<file path="config.mk">
export PLATFORM = sky130hd
export DESIGN_NAME = vec_irq_ctrl
export DESIGN_NICKNAME = d
export VERILOG_FILES = /design/src/rtl/vic_pkg.sv /design/src/rtl/vic_ext_flag.sv /design/src/rtl/vic_arbiter.sv /design/src/rtl/vic_seq.sv /design/src/rtl/vec_irq_ctrl.sv
export SDC_FILE = /design/constraint.sdc
export NUM_CORES = 1
export LEC_CHECK = 0
export BUFFER_PORTS_ARGS = -buffer_cell sky130_fd_sc_hd__buf_2
export CORE_UTILIZATION = 35
export CTS_BUF_LIST = sky130_fd_sc_hd__clkbuf_16
export CTS_CLUSTER_SIZE = 16
export DETAILED_ROUTE_END_ITERATION = 8
export PLACE_DENSITY = 0.7
export SKIP_CTS_REPAIR_TIMING = 1
export SLEW_MARGIN = 20
export SYNTH_ARGS = -nofsm -noshare
export SYNTH_HDL_FRONTEND = slang
export SYNTH_SLANG_ARGS = --single-unit
</file>
<file path="constraint.sdc">
create_clock -name clk -period 3.8 [get_ports clk]
set_input_delay 0 -clock clk [delete_from_list [all_inputs] [get_ports clk]]
set_output_delay 0 -clock clk [all_outputs]
set_load 0.02 [all_outputs]
</file>
<file path="src/rtl/vic_pkg.sv">
package vic_pkg;
    localparam int NSRC = 7;
    localparam int VW   = 16;
    localparam logic [VW-1:0] WAKE_VEC = 16'h007B;

    typedef enum logic [1:0] {
        ST_RUN   = 2'd0,
        ST_ARMED = 2'd1,
        ST_WAKE  = 2'd2
    } seq_st_t;

    // Sources 0..3 sit 8 bytes apart from 0x0003; sources 4..6 from 0x0043.
    function automatic logic [VW-1:0] src_vector(input int idx);
        if (idx < 4) return VW'(3 + 8 * idx);
        return VW'(16'h0043 + 8 * (idx - 4));
    endfunction
endpackage

</file>
<file path="src/rtl/vic_ext_flag.sv">
module vic_ext_flag (
    input  logic clk,
    input  logic rst_n,
    input  logic pin_n,
    input  logic edge_mode,
    input  logic clr,
    output logic flag
);
    logic prev_q;
    logic fall;

    assign fall = prev_q & ~pin_n;

    always_ff @(posedge clk) begin
        if (!rst_n) begin
            prev_q <= 1'b1;
            flag   <= 1'b0;
        end else begin
            prev_q <= pin_n;
            if (edge_mode) begin
                if (fall)     flag <= 1'b1;
                else if (clr) flag <= 1'b0;
            end else begin
                flag <= ~pin_n;
            end
        end
    end

    // acknowledge clears an edge flag when no new edge arrives
    p_edge_clear_r6: assert property (@(posedge clk) disable iff (!rst_n)
        (edge_mode && clr && !fall) |=> !flag);
endmodule

</file>
<file path="src/rtl/vic_arbiter.sv">
module vic_arbiter #(
    parameter int N  = 7,
    localparam int IW = $clog2(N)
) (
    input  logic          clk,
    input  logic          rst_n,
    input  logic [N-1:0]  req,
    input  logic [N-1:0]  hi_sel,
    input  logic          insvc_hi,
    input  logic          insvc_lo,
    output logic          win_valid,
    output logic [IW-1:0] win_idx,
    output logic          win_hi
);
    logic          hi_found, lo_found;
    logic [IW-1:0] hi_idx, lo_idx;

    always_comb begin
        hi_found = 1'b0;
        lo_found = 1'b0;
        hi_idx   = '0;
        lo_idx   = '0;
        for (int i = N - 1; i >= 0; i--) begin
            if (req[i] && hi_sel[i]) begin
                hi_found = 1'b1;
                hi_idx   = IW'(i);
            end
            if (req[i] && !hi_sel[i]) begin
                lo_found = 1'b1;
                lo_idx   = IW'(i);
            end
        end
        win_valid = 1'b0;
        win_hi    = 1'b0;
        win_idx   = '0;
        if (hi_found && !insvc_hi) begin
            win_valid = 1'b1;
            win_hi    = 1'b1;
            win_idx   = hi_idx;
        end else if (lo_found && !insvc_hi && !insvc_lo) begin
            win_valid = 1'b1;
            win_idx   = lo_idx;
        end
    end

    // a low winner only when no level is in service
    p_lo_blocked_r3: assert property (@(posedge clk) disable iff (!rst_n)
        (win_valid && !win_hi) |-> (!insvc_hi && !insvc_lo));
    // a high winner only when the high level is free
    p_hi_blocked_r3: assert property (@(posedge clk) disable iff (!rst_n)
        (win_valid && win_hi) |-> !insvc_hi);
    // the winner is a requesting source of the chosen level
    p_win_real_r4: assert property (@(posedge clk) disable iff (!rst_n)
        win_valid |-> (req[win_idx] && (hi_sel[win_idx] == win_hi)));
endmodule

</file>
<file path="src/rtl/vic_seq.sv">
module vic_seq
    import vic_pkg::*;
#(
    parameter int N  = 7,
    localparam int IW = $clog2(N)
) (
    input  logic          clk,
    input  logic          rst_n,
    input  logic          win_valid,
    input  logic [IW-1:0] win_idx,
    input  logic          win_hi,
    input  logic          insn_bound,
    input  logic          reti_strobe,
    input  logic          ret_strobe,
    input  logic          pd_mode,
    input  logic          wake_en,
    input  logic          osc_ready,
    input  logic          ext0_pin_n,
    output logic          ack,
    output logic [VW-1:0] vector,
    output logic [N-1:0]  ack_src,
    output logic          insvc_hi,
    output logic          insvc_lo
);
    seq_st_t state, nxt;
    logic    arm, wake_go, fire, reti_lvl;

    assign arm      = pd_mode & wake_en;
    assign wake_go  = (state == ST_ARMED) & arm & ~ext0_pin_n & osc_ready;
    assign fire     = (state == ST_RUN) & ~arm & insn_bound & win_valid & ~ack;
    assign reti_lvl = (state == ST_RUN) & reti_strobe;

    always_comb begin
        nxt = state;
        unique case (state)
            ST_RUN:   if (arm) nxt = ST_ARMED;
            ST_ARMED: begin
                if (!arm)         nxt = ST_RUN;
                else if (wake_go) nxt = ST_WAKE;
            end
            ST_WAKE:  if (reti_strobe) nxt = ST_RUN;
            default:  nxt = ST_RUN;
        endcase
    end

    always_ff @(posedge clk) begin
        if (!rst_n) state <= ST_RUN;
        else        state <= nxt;
    end

    always_ff @(posedge clk) begin
        if (!rst_n) begin
            ack      <= 1'b0;
            vector   <= '0;
            ack_src  <= '0;
            insvc_hi <= 1'b0;
            insvc_lo <= 1'b0;
        end else begin
            ack     <= fire | wake_go;
            ack_src <= fire ? (N'(1) << win_idx) : '0;
            if (fire)         vector <= src_vector(int'(win_idx));
            else if (wake_go) vector <= WAKE_VEC;
            if (reti_lvl) begin
                if (insvc_hi) insvc_hi <= 1'b0;
                else          insvc_lo <= 1'b0;
            end
            if (fire) begin
                if (win_hi) insvc_hi <= 1'b1;
                else        insvc_lo <= 1'b1;
            end
        end
    end

    // acknowledge is a single-cycle pulse
    p_ack_pulse_r5: assert property (@(posedge clk) disable iff (!rst_n)
        ack |=> !ack);
    // no acknowledge after the wake entry while the wake routine runs
    p_wake_mask_r11: assert property (@(posedge clk) disable iff (!rst_n)
        (state == ST_WAKE && $past(state) == ST_WAKE) |-> !ack);
    // entering the wake state presents the wake vector
    p_wake_vec_r10: assert property (@(posedge clk) disable iff (!rst_n)
        (state == ST_WAKE && $past(state) == ST_ARMED) |-> (ack && vector == WAKE_VEC));
    // a plain return leaves both level flags alone
    p_ret_ignored_r8: assert property (@(posedge clk) disable iff (!rst_n)
        (ret_strobe && !reti_strobe && !fire) |=>
        (insvc_hi == $past(insvc_hi) && insvc_lo == $past(insvc_lo)));
    // a normal acknowledge always leaves a level in service
    p_level_set_r3: assert property (@(posedge clk) disable iff (!rst_n)
        (ack && vector != WAKE_VEC) |-> (insvc_hi || insvc_lo));
endmodule

</file>
<file path="src/rtl/vec_irq_ctrl.sv">
module vec_irq_ctrl
    import vic_pkg::*;
(
    input  logic            clk,
    input  logic            rst_n,
    input  logic            ext0_pin_n,
    input  logic            ext1_pin_n,
    input  logic            ext0_edge,
    input  logic            ext1_edge,
    input  logic            tmr0_req,
    input  logic            tmr1_req,
    input  logic            ser_req,
    input  logic            usbep_req,
    input  logic            usbdev_req,
    input  logic            glb_en,
    input  logic [NSRC-1:0] src_en,
    input  logic [NSRC-1:0] src_hi,
    input  logic            insn_bound,
    input  logic            reti_strobe,
    input  logic            ret_strobe,
    input  logic            pd_mode,
    input  logic            wake_en,
    input  logic            osc_ready,
    output logic            ack,
    output logic [VW-1:0]   vector,
    output logic            ext0_flag,
    output logic            ext1_flag,
    output logic            insvc_hi,
    output logic            insvc_lo
);
    localparam int IW   = $clog2(NSRC);
    localparam int NEXT = 2;

    logic [NEXT-1:0] pin_n, edge_m, clr, flg;
    logic [NSRC-1:0] raw, req, ack_src;
    logic            win_valid, win_hi;
    logic [IW-1:0]   win_idx;

    assign pin_n  = {ext1_pin_n, ext0_pin_n};
    assign edge_m = {ext1_edge, ext0_edge};
    assign clr    = {ack_src[2], ack_src[0]};

    generate
        for (genvar g = 0; g < NEXT; g++) begin : g_ext
            vic_ext_flag u_flag (
                .clk      (clk),
                .rst_n    (rst_n),
                .pin_n    (pin_n[g]),
                .edge_mode(edge_m[g]),
                .clr      (clr[g]),
                .flag     (flg[g])
            );
        end
    endgenerate

    assign ext0_flag = flg[0];
    assign ext1_flag = flg[1];
    assign raw = {usbdev_req, usbep_req, ser_req, tmr1_req, flg[1], tmr0_req, flg[0]};
    assign req = raw & src_en & {NSRC{glb_en}};

    vic_arbiter #(.N(NSRC)) u_arb (
        .clk      (clk),
        .rst_n    (rst_n),
        .req      (req),
        .hi_sel   (src_hi),
        .insvc_hi (insvc_hi),
        .insvc_lo (insvc_lo),
        .win_valid(win_valid),
        .win_idx  (win_idx),
        .win_hi   (win_hi)
    );

    vic_seq #(.N(NSRC)) u_seq (
        .clk        (clk),
        .rst_n      (rst_n),
        .win_valid  (win_valid),
        .win_idx    (win_idx),
        .win_hi     (win_hi),
        .insn_bound (insn_bound),
        .reti_strobe(reti_strobe),
        .ret_strobe (ret_strobe),
        .pd_mode    (pd_mode),
        .wake_en    (wake_en),
        .osc_ready  (osc_ready),
        .ext0_pin_n (ext0_pin_n),
        .ack        (ack),
        .vector     (vector),
        .ack_src    (ack_src),
        .insvc_hi   (insvc_hi),
        .insvc_lo   (insvc_lo)
    );
endmodule

</file>
Word level (Yosys, flattened, before mapping) --
Cells that the tools add are included.
Operators by class: $add $sub $neg 3, magnitude comparators 1, equality and inequality tests 7, shifts and indexed selects 1, muxes and demuxes 58, bitwise operators 18, reduce and logical (&&, ||, !) cells 30
Operators with widths (count):
- 16-bit 2-to-1 mux | 4
- 3-bit 2-to-1 mux | 16
- 1-bit 2-to-1 mux | 33
- 1-bit logical AND | 17
- 7-bit by 16-bit adder with 16-bit output (first input constant) | 1
- 7-bit AND | 2
- 1-bit AND | 11
- 1-bit logical NOT | 9
- 2-bit 2-to-1 mux | 4
- 2-bit by 6-bit adder with 7-bit output (first input constant) | 1
- 3-bit by 1-bit inequality test with 1-bit output (second input constant) | 2
- 2-bit one-hot mux with 3 select lines | 1
- 1-bit NOT | 4
- 3-bit by 3-bit subtractor with 4-bit output (second input constant) | 1
- 3-bit less-than comparator (second input constant) | 1
- 3-bit inequality test (second input constant) | 1
- 3-bit AND reduction | 1
- 1-bit by 3-bit << shifter with 3-bit output (first input constant) | 1
- 2-bit by 1-bit == test with 1-bit output (second input constant) | 1
- 2-bit == test (second input constant) | 1
- 2-bit logical NOT | 1
- 2-bit by 1-bit inequality test with 1-bit output (second input constant) | 1
- 2-bit inequality test (second input constant) | 1
- 2-bit AND reduction | 1
- 2 further kinds | 2
Word-level totals: register bits 28, input bits 32, output and inout port bits 21, logic and storage cells 128

Longest topological paths before layout --
Gate-level depths: netlist of the first run.
word-level depth 20, mapped depth 7, gate-level depth less buffers 6

Hierarchy --
Synthesis of the first run repeated with hierarchy kept, for this count alone.
Unflattened totals: cells, all modules 130, area total of the unflattened synthesis 1144.8 µm²
Modules (own cells, without submodules):
- vic_seq | times used 1, cells each 72, area each 701.9 µm², sequential area each 340.3 µm²
- vic_arbiter | times used 1, cells each 39, area each 259.0 µm², sequential area each 0.0 µm²
- vic_ext_flag | times used 2, cells each 6, area each 70.1 µm², sequential area each 40.0 µm²
- vec_irq_ctrl | times used 1, cells each 7, area each 43.8 µm², sequential area each 0.0 µm²

Least setup slack after synthesis of the first run --
OpenSTA, ideal clock, no wires.
kind register to register, start reg g_ext[0].u_flag.flag, end reg u_seq.ack_src[2], setup time 0.087 ns, arrival time 1.569 ns, required time 3.713 ns, setup slack 2.144 ns, cell stages (with the launch flop) 7, path buffers 0, period minus slack after synthesis 1.656 ns, cells stage by stage dfxtp_1 > and4b_1 > and4bb_4 > a211oi_4 > nand2_2 > o22ai_2 > nor4b_2
On the way: word-level cells in the longest chain between the ends 11
RTL lines:
- start, declared | RTL line vic_ext_flag.sv:7 | output logic flag
- start signal, assigned | RTL line vic_ext_flag.sv:24 | flag <= ~pin_n;
- 7-bit AND * (2 in series) | RTL line vec_irq_ctrl.sv:59 | assign req = raw & src_en & {NSRC{glb_en}};
- 1-bit logical AND | RTL line vic_arbiter.sv:28 | if (req[i] && !hi_sel[i]) begin
- 1-bit 2-to-1 mux | RTL line vic_arbiter.sv:28
- 1-bit logical AND (2 in series) | RTL line vic_arbiter.sv:40 | end else if (lo_found && !insvc_hi && !insvc_lo) begin
- 1-bit 2-to-1 mux | RTL line vic_arbiter.sv:40
- 1-bit 2-to-1 mux | RTL line vic_arbiter.sv:36 | if (hi_found && !insvc_hi) begin
- 1-bit AND (2 in series) | RTL line vic_seq.sv:30 | assign fire = (state == ST_RUN) & ~arm & insn_bound & win_valid & ~ack;
- 2-bit AND reduction (no line)
- end signal, assigned | RTL line vic_seq.sv:60 | ack_src <= fire ? (N'(1) << win_idx) : '0;
- end, declared | RTL line vic_seq.sv:21 | output logic [N-1:0] ack_src,
Every way passes the cells marked *; elsewhere a longest branch is shown, timed or not. A chain may end at the register's enable or synchronous reset.

Final worst setup path of the first run --
Same ends and word-level chain as after synthesis.

==> metrics.txt, run 1 <==
post-layout instance area 0.00129 mm²; P per Cell Area 383 mW/mm²; post-synth top area cell dfxtp_1; Setup violations, final 0; crit end category flip-flop; peak per-stage delay on the critical path 0.37 ns; maximum clock frequency 588 MHz; Synth warnings 0; Nets 195; DR iter-0 viols 16; asr flop ratio synth 0; pin count of the biggest net entering global routing 15; setup ws final 2.10 ns; Hold Vio Cnt, Final 2; post-synth top area share 0.316; worst path required time 3.96 ns; Hold WS -0.0240 ns; io pins 53; status complete, but fails checks; DIE WIDTH 55.8 µm; Global Route Usage Sum 0.156; clock root buffer clkbuf_16; vias per cell 5.25; Fin Clk Skew 0.00172 ns; syn avg cell area 8.53 µm²; Post-Place Setup Slack 2.10 ns; Antenna Nets Post-Route 0; Clk pin slew, worst setup/hold paths 0.05 ns; fin crit period 1.70 ns; Final Routed Wirelength 2370 µm; worst-path fanout max 4; Critical Path Start Type flip-flop; DIE HEIGHT 55.8 µm; Layout area overhead 26.9%; number of cell rows 19; Cell Area, Synth 0.00101 mm²; CTS Sinks 16; final max-slew violation count 0; Seq/Total Area, Yosys 0.316; Static Leakage 0.643 nW; critical path class flip-flop to flip-flop; die footprint 0.00312 mm²; DRT Pass-1 Iters 4; CTS Buf Count 3; htree depth 1; first-pass GRT wire length 3970 µm; most common cell in the netlist dfxtp_1; vias in the first global route 956; Seq cells post-synth 16; Critical Path AT 1.86 ns; total power 0.494 mW; fraction of layout cells with a size suffix above 1 0.340; worst-skew pair later-pin latency 0.24 ns; via count 1013; initial core utilization 0.368; post-synth cell types 39; fillers 286; CP cell instances and4b_1, and4bb_4, a211oi_4, nand2_2, o22ai_2, nor4b_2; slowest CP cell dfxtp_1; Placer Congestion 0.815; estimated wirelength of the detail-placed design 1950 µm; CTS max path bufs 2; Routed WL per cell 12.3 µm; initial antenna violation count 0; Post-synth top cells 16 x dfxtp_1, 11 x buf_4, 10 x nor2_1; EDFF count, synth 0; DRC violations left 0; Post-DP Area 0.00120 mm²; violated checks negative hold slack; port buffer count 41; largest cells by area after synthesis dfxtp_1 32%, buf_4 8.1%, nand4_1 4.9%, nand4b_1 4.3%, nor2_1 3.7%; CTS tree yes; Synth Instances 119; grt total ovfl 0; Main synth FF type dfxtp_1; HP Class input pin to flip-flop; max_cap viols 0; core area 0.00276 mm²; unrepaired setup endpoints after global routing false; Antenna diodes 0; period utilisation layout 0.447; worst vdd ir 247 µV; setup_tns 0 ns
[state kept, by name, indices dropped and copies added (netlist names)]
register             count
u_seq.ack_src            2
u_seq.insvc_hi           1
g_ext.u_flag.prev_q      2
u_seq.state              2
u_seq.insvc_lo           1
u_seq.vector             5
g_ext.u_flag.flag        2
u_seq.ack                1
[cell usage in the layout (no fill, tap or decap), drive strengths merged, types with 3 or more instances in the layout]
| cell type | instances |
|---|---|
| a21oi | 7 |
| nor2 | 10 |
| nor3 | 4 |
| dfxtp | 16 |
| nand2b | 3 |
| buf | 41 |
| clkbuf | 3 |
| conb | 10 |
| nand4 | 8 |
| o21a | 3 |
| o21ai | 4 |
| nand4b | 6 |
| inv | 6 |
| nand2 | 9 |
[through the flow]
step | hold slack, ns | instances | utilization
after floorplan | 0.0730 | 128 | -
after global placement | 0.202 | 188 | 0.435
after detailed placement | 0.213 | 188 | 0.435
after CTS | -0.0410 | 192 | 0.463
after global routing | 0.00450 | 193 | 0.467
final | -0.0240 | 193 | 0.467
[worst paths after layout]
check,from,end,slack [ns],cells after the start
worst min register to register,u_seq.state[1],u_seq.state[0],0.49,1
worst min-delay path,ext0_pin_n,g_ext[0].u_flag.prev_q,-0.02,2
worst max register to register,g_ext[0].u_flag.flag,u_seq.ack_src[2],2.10,6
worst max-delay path,g_ext[0].u_flag.flag,u_seq.ack_src[2],2.10,6
[power breakdown]
| group | switching [mW] | leakage, nW | internal [mW] |
|---|---|---|---|
| clock | 0.0627 | 0.0385 | 0.139 |
| combinational | 0.0629 | 0.473 | 0.0431 |
| sequential | 0.00742 | 0.131 | 0.178 |
[cells by family after synthesis]
| kind of cell | synth area share |
|---|---|
| AOI/OAI and AO/OA | 0.231 |
| buffers and inverters | 0.118 |
| DFF | 0.316 |
| other | 0.00370 |
| and+or+nand+nor | 0.332 |
[critical path, delay by kind of cell, from the launching register on]
family | cells | cell delay [ns]
compound gates | 2 | 0.44
flops | 1 | 0.37
simple gates | 4 | 0.79
[cell type report]
class / instances / area [µm²] / area share
Inverter: 7 / 26.3 / 0.0204
Sequential cell: 16 / 320 / 0.249
Clock inverter: 1 / 3.75 / 0.00292
Clock buffer: 3 / 75.1 / 0.0583
Tap cell: 31 / 38.8 / 0.0301
Multi-Input combinational cell: 93 / 608 / 0.472
Timing Repair Buffer: 42 / 215 / 0.167
[layer usage]
| layer | GRT usage | part of all wire | up-vias |
|---|---|---|---|
| met5 | 0 | 0 | - |
| met4 | 0.0697 | 0.012 | 0 |
| met1 | 0.194 | 0.44 | 456 |
| met3 | 0.0140 | 0.066 | 6 |
| li1 | - | - | 510 |
| met2 | 0.275 | 0.49 | 41 |
(Power assumes the default switching activity.)
==> run 2, diff against run 1 <==
--- a/config.mk
+++ b/config.mk
@@ -10,7 +10,7 @@
 export CTS_BUF_LIST = sky130_fd_sc_hd__clkbuf_16
 export CTS_CLUSTER_SIZE = 16
 export DETAILED_ROUTE_END_ITERATION = 8
-export PLACE_DENSITY = 0.7
+export PLACE_DENSITY = 0.72
 export SKIP_CTS_REPAIR_TIMING = 1
 export SLEW_MARGIN = 20
 export SYNTH_ARGS = -nofsm -noshare
==> constraint.sdc (replaced) <==
create_clock -name clk -period 1.4 [get_ports clk]
set_input_delay 0 -clock clk [delete_from_list [all_inputs] [get_ports clk]]
set_output_delay 0 -clock clk [all_outputs]
set_load 0.02 [all_outputs]
==> metrics.txt, run 2 (synthesized netlist as in run 1, its figures left out) <==
Setup violations, final 9; most frequent cells in the layout 41 x buf_2, 16 x buf_4, 14 x dfxtp_1; worst vdd ir 779 µV; grt total ovfl 0; fraction of layout cells with a size suffix above 1 0.410; DRT Pass-1 Iters 4; clock root buffer clkbuf_16; switching pwr 0.366 mW; core area 0.00276 mm²; Final Routed Wirelength 2630 µm; vias per cell 5.22; Most Used Layer, Global Route met2; Critical Path AT 1.72 ns; via count 1091; estimated wirelength of the detail-placed design 2210 µm; period utilisation layout 1.11; unrepaired setup endpoints after global routing true; fin crit period 1.55 ns; Sequential Power Share 0.365; Nets 211; initial antenna violation count 0; met3 Use GR 0.0186; Fin Clk Skew 0.00210 ns; io pins 53; Static Leakage 0.717 nW; CTS max path bufs 2; GR Util met2 0.325; max_cap viols 0; switch share 0.267; maximum clock frequency 643 MHz; CTS Buf Count 3; DIE HEIGHT 55.8 µm; die footprint 0.00312 mm²; HP Class input pin to flip-flop; CTS Sinks 16; CTS tree yes; Routed WL per cell 12.6 µm; setup ws final -0.155 ns; Layout area overhead 39.2%; pin count of the biggest net entering global routing 11; Hold WS -0.00804 ns; FF-to-FF path depth 6; Placer Congestion 0.785; Non-Filler Instances 209; DR iter-0 viols 34; Antenna Nets Post-Route 0; port buffer count 41; htree depth 1; Hold Vio Cnt, Final 1; most common cell after layout, fill and taps aside buf_2; crit end category flip-flop; first-pass GRT wire length 4330 µm; Final Core Density 0.512; combinational share of power 0.237; Reg with most FFs u_seq.vector; vias in the first global route 1070; violated checks negative hold slack, negative setup slack; Clk pin slew, worst setup/hold paths 0.05 ns; Int Pwr 1.00 mW; critical path class flip-flop to flip-flop; worst path required time 1.56 ns; clock group share of total power 0.398; DIE WIDTH 55.8 µm; total power 1.37 mW; status complete, but fails checks; P per Cell Area 970 mW/mm²; worst-path fanout max 3; Critical Path Start Type flip-flop; Antenna diodes 0; number of cell rows 19; initial core utilization 0.368; Hold Path Depth 2; Inst Count DP 204; worst-skew pair later-pin latency 0.24 ns; max FFs per register 5; DRC violations left 0; final max-slew violation count 0; Post-Place Setup Slack -0.166 ns; routing usage on met1 0.197; Global Route Usage Sum 0.171
[run 2: changes by cell type in the layout (fill, tap and decap cells not counted), sizes merged]
cell,before,now
buf,41,57
[run 2: final cells by class]
type | count | area [µm²]
clock buffers | 3 | 75.1
flip-flops and latches | 16 | 325
repair buffers | 58 | 335
multi-input cells | 93 | 608
inverters | 7 | 26.3
clock inverters | 1 | 3.75
fillers | 284 | 1350
well taps | 31 | 38.8
[run 2: path summary, 6_finish.rpt]
path                                      startpoint                endpoint  slack [ns]
worst max-delay path            g_ext[0].u_flag.flag        u_seq.ack_src[2]       -0.15
worst min-delay path                      ext0_pin_n  g_ext[0].u_flag.prev_q      -0.008
worst max register to register  g_ext[0].u_flag.flag        u_seq.ack_src[2]       -0.15
worst min register to register        u_seq.state[1]          u_seq.state[0]        0.49
[run 2: power groups by stage]
stage	Clock [mW]	Combinational (mW)	Sequential, mW
floorplan	0	0.188	0.535
global placement	0	0.312	0.507
detailed placement	0	0.321	0.509
CTS	0.558	0.323	0.501
global route	0.573	0.352	0.504
finish	0.545	0.325	0.501
[run 2: layer usage]
metal	part of all wire	wire [µm]	vias to the layer above
li1	-	-	540
met1	0.43	1140	500
met2	0.49	1300	46
met3	0.059	154	5
met4	0.014	38	0
met5	0	0	-
[run 2: metrics by stage]
step,hold WS [ns],instance area [µm²],TNS (ns)
finish,-0.00804,1410,-0.995
global route,0.0107,1410,-1.75
floorplan,0.0730,1050,-0.839
global placement,0.202,1320,-0.837
CTS,-0.0474,1400,-1.20
detailed placement,0.206,1320,-1.06
[run 2: critical path, stage by stage (launching register included)]
cell	delay, ns
dfxtp_4	0.34
and4b_1	0.19
and4bb_4	0.21
a211oi_4	0.27
nand2_2	0.11
o22ai_2	0.16
nor4b_2	0.19
==> run 3, diff against run 2 <==
==> constraint.sdc (replaced) <==
create_clock -name clk -period 1.3 [get_ports clk]
set_input_delay 0 -clock clk [delete_from_list [all_inputs] [get_ports clk]]
set_output_delay 0 -clock clk [all_outputs]
set_load 0.02 [all_outputs]
==> metrics.txt, run 3 (synthesized netlist as in run 1, its figures left out) <==
status complete, but fails checks; violated checks negative hold slack, negative setup slack; P per Cell Area 1010 mW/mm²; io pins 53; switch share 0.273; maximum clock frequency 627 MHz; CTS Buf Count 3; peak per-stage delay on the critical path 0.34 ns; Hold Crit Endpoint g_ext[0].u_flag.prev_q; Post-Place Setup Slack -0.291 ns; CTS Sinks 16; Global Route Usage Sum 0.175; Seq. cell area 325 µm²; Inst Count DP 210; Reg with most FFs u_seq.vector; unrepaired setup endpoints after global routing true; fillers 271; reg-to-reg slack, setup -0.29 ns; first-pass GRT wire length 4440 µm; Hold Vio Cnt, Final 2; Setup violations, final 10; most frequent cells in the layout 41 x buf_2, 24 x buf_4, 14 x dfxtp_1; Clk pin slew, worst setup/hold paths 0.05 ns; worst path required time 1.46 ns; Hold Path Depth 2; vias per cell 5.08; Nets 219; fin crit period 1.59 ns; family with the most delay on the worst path simple AND/OR/NAND/NOR gates; DIE WIDTH 55.8 µm; DRC violations left 0; Routed WL per cell 12.6 µm; Antenna diodes 0; CTS max path bufs 2; setup ws final -0.294 ns; Non-Filler Instances 217; clock group share of total power 0.394; grt total ovfl 0; R2R Path End u_seq.ack_src[2]; hold_sp ext0_pin_n; switching pwr 0.411 mW; estimated wirelength of the detail-placed design 2240 µm; most common cell after layout, fill and taps aside buf_2; Sequential Power Share 0.357; vias in the first global route 1064; Critical Path Start Type flip-flop; worst-path fanout max 3; initial antenna violation count 0; DIE HEIGHT 55.8 µm; Static Leakage 0.758 nW; total power 1.51 mW; Layout area overhead 46.7%; Critical Path AT 1.76 ns; DR iter-0 viols 45; Fin Clk Skew 0.000833 ns; die footprint 0.00312 mm²; Final Routed Wirelength 2740 µm; critical path class flip-flop to flip-flop; core area 0.00276 mm²; Bufs and invs on worst path 0; via count 1102; fraction of layout cells with a size suffix above 1 0.457; number of cell rows 19; combinational share of power 0.249; Placer Congestion 0.799; final max-slew violation count 0; FF-to-FF path depth 6; htree depth 1; crit end category flip-flop; CP cell instances and4b_1, and4bb_4, a211oi_4, nand2_2, o22ai_2, nor4b_2; DRT Pass-1 Iters 4; initial core utilization 0.368; worst r2r src g_ext[0].u_flag.flag; CTS tree yes; HP Class input pin to flip-flop; area of the multi-input gates 624 µm²; clock root buffer clkbuf_16; Int Pwr 1.10 mW; max FFs per register 5; max_cap viols 0; worst vdd ir 880 µV; Antenna Nets Post-Route 0; slowest CP cell dfxtp_4; Hold WS -0.0122 ns; port buffer count 41; pin count of the biggest net entering global routing 11; period utilisation layout 1.23; worst-skew pair later-pin latency 0.24 ns
run 3: cell count changes in the layout (fill, tap and decap cells not counted), sizes merged:
cell | previous run | this run
buf | 57 | 65
run 3: area by class of cell:
type	count	share of cell area
tap	31	0.0261
timing repair buffer	66	0.266
sequential	16	0.218
inverter	7	0.0176
clock inverter	1	0.00252
clock buffer	3	0.0504
multi-input combinational	93	0.419
run 3: layer usage:
metal,share of wire,track usage
met5,0,0
met2,0.50,0.325
met3,0.050,0.0209
met4,0.0051,0.0697
met1,0.44,0.201
run 3: power by group through the flow:
stage	Combinational (mW)	Clock (mW)	Sequential, mW
after floorplan	0.202	0	0.576
after global placement	0.345	0	0.546
after detailed placement	0.356	0	0.547
after CTS	0.358	0.600	0.538
after global routing	0.408	0.619	0.541
final	0.375	0.594	0.538
run 3: metrics by stage:
step	cell area, µm²	TNS, ns	util
6_report	1490	-2.24	0.540
5_1_grt	1490	-3.01	0.540
4_1_cts	1450	-2.35	0.525
3_5_place_dp	1370	-2.21	0.496
3_3_place_gp	1370	-1.72	0.496
2_1_floorplan	1050	-1.72	-
run 3: worst max path at each step:
stage                               from               end  slack [ns]  cells past startpoint
floorplan           g_ext[0].u_flag.flag  u_seq.ack_src[2]       -0.27                      6
global placement    g_ext[0].u_flag.flag  u_seq.ack_src[2]       -0.23                      6
detailed placement  g_ext[0].u_flag.flag  u_seq.ack_src[2]       -0.29                      6
CTS                 g_ext[0].u_flag.flag  u_seq.ack_src[2]       -0.31                      6
global route        g_ext[0].u_flag.flag  u_seq.ack_src[2]       -0.38                      6
finish              g_ext[0].u_flag.flag  u_seq.ack_src[2]       -0.29                      6
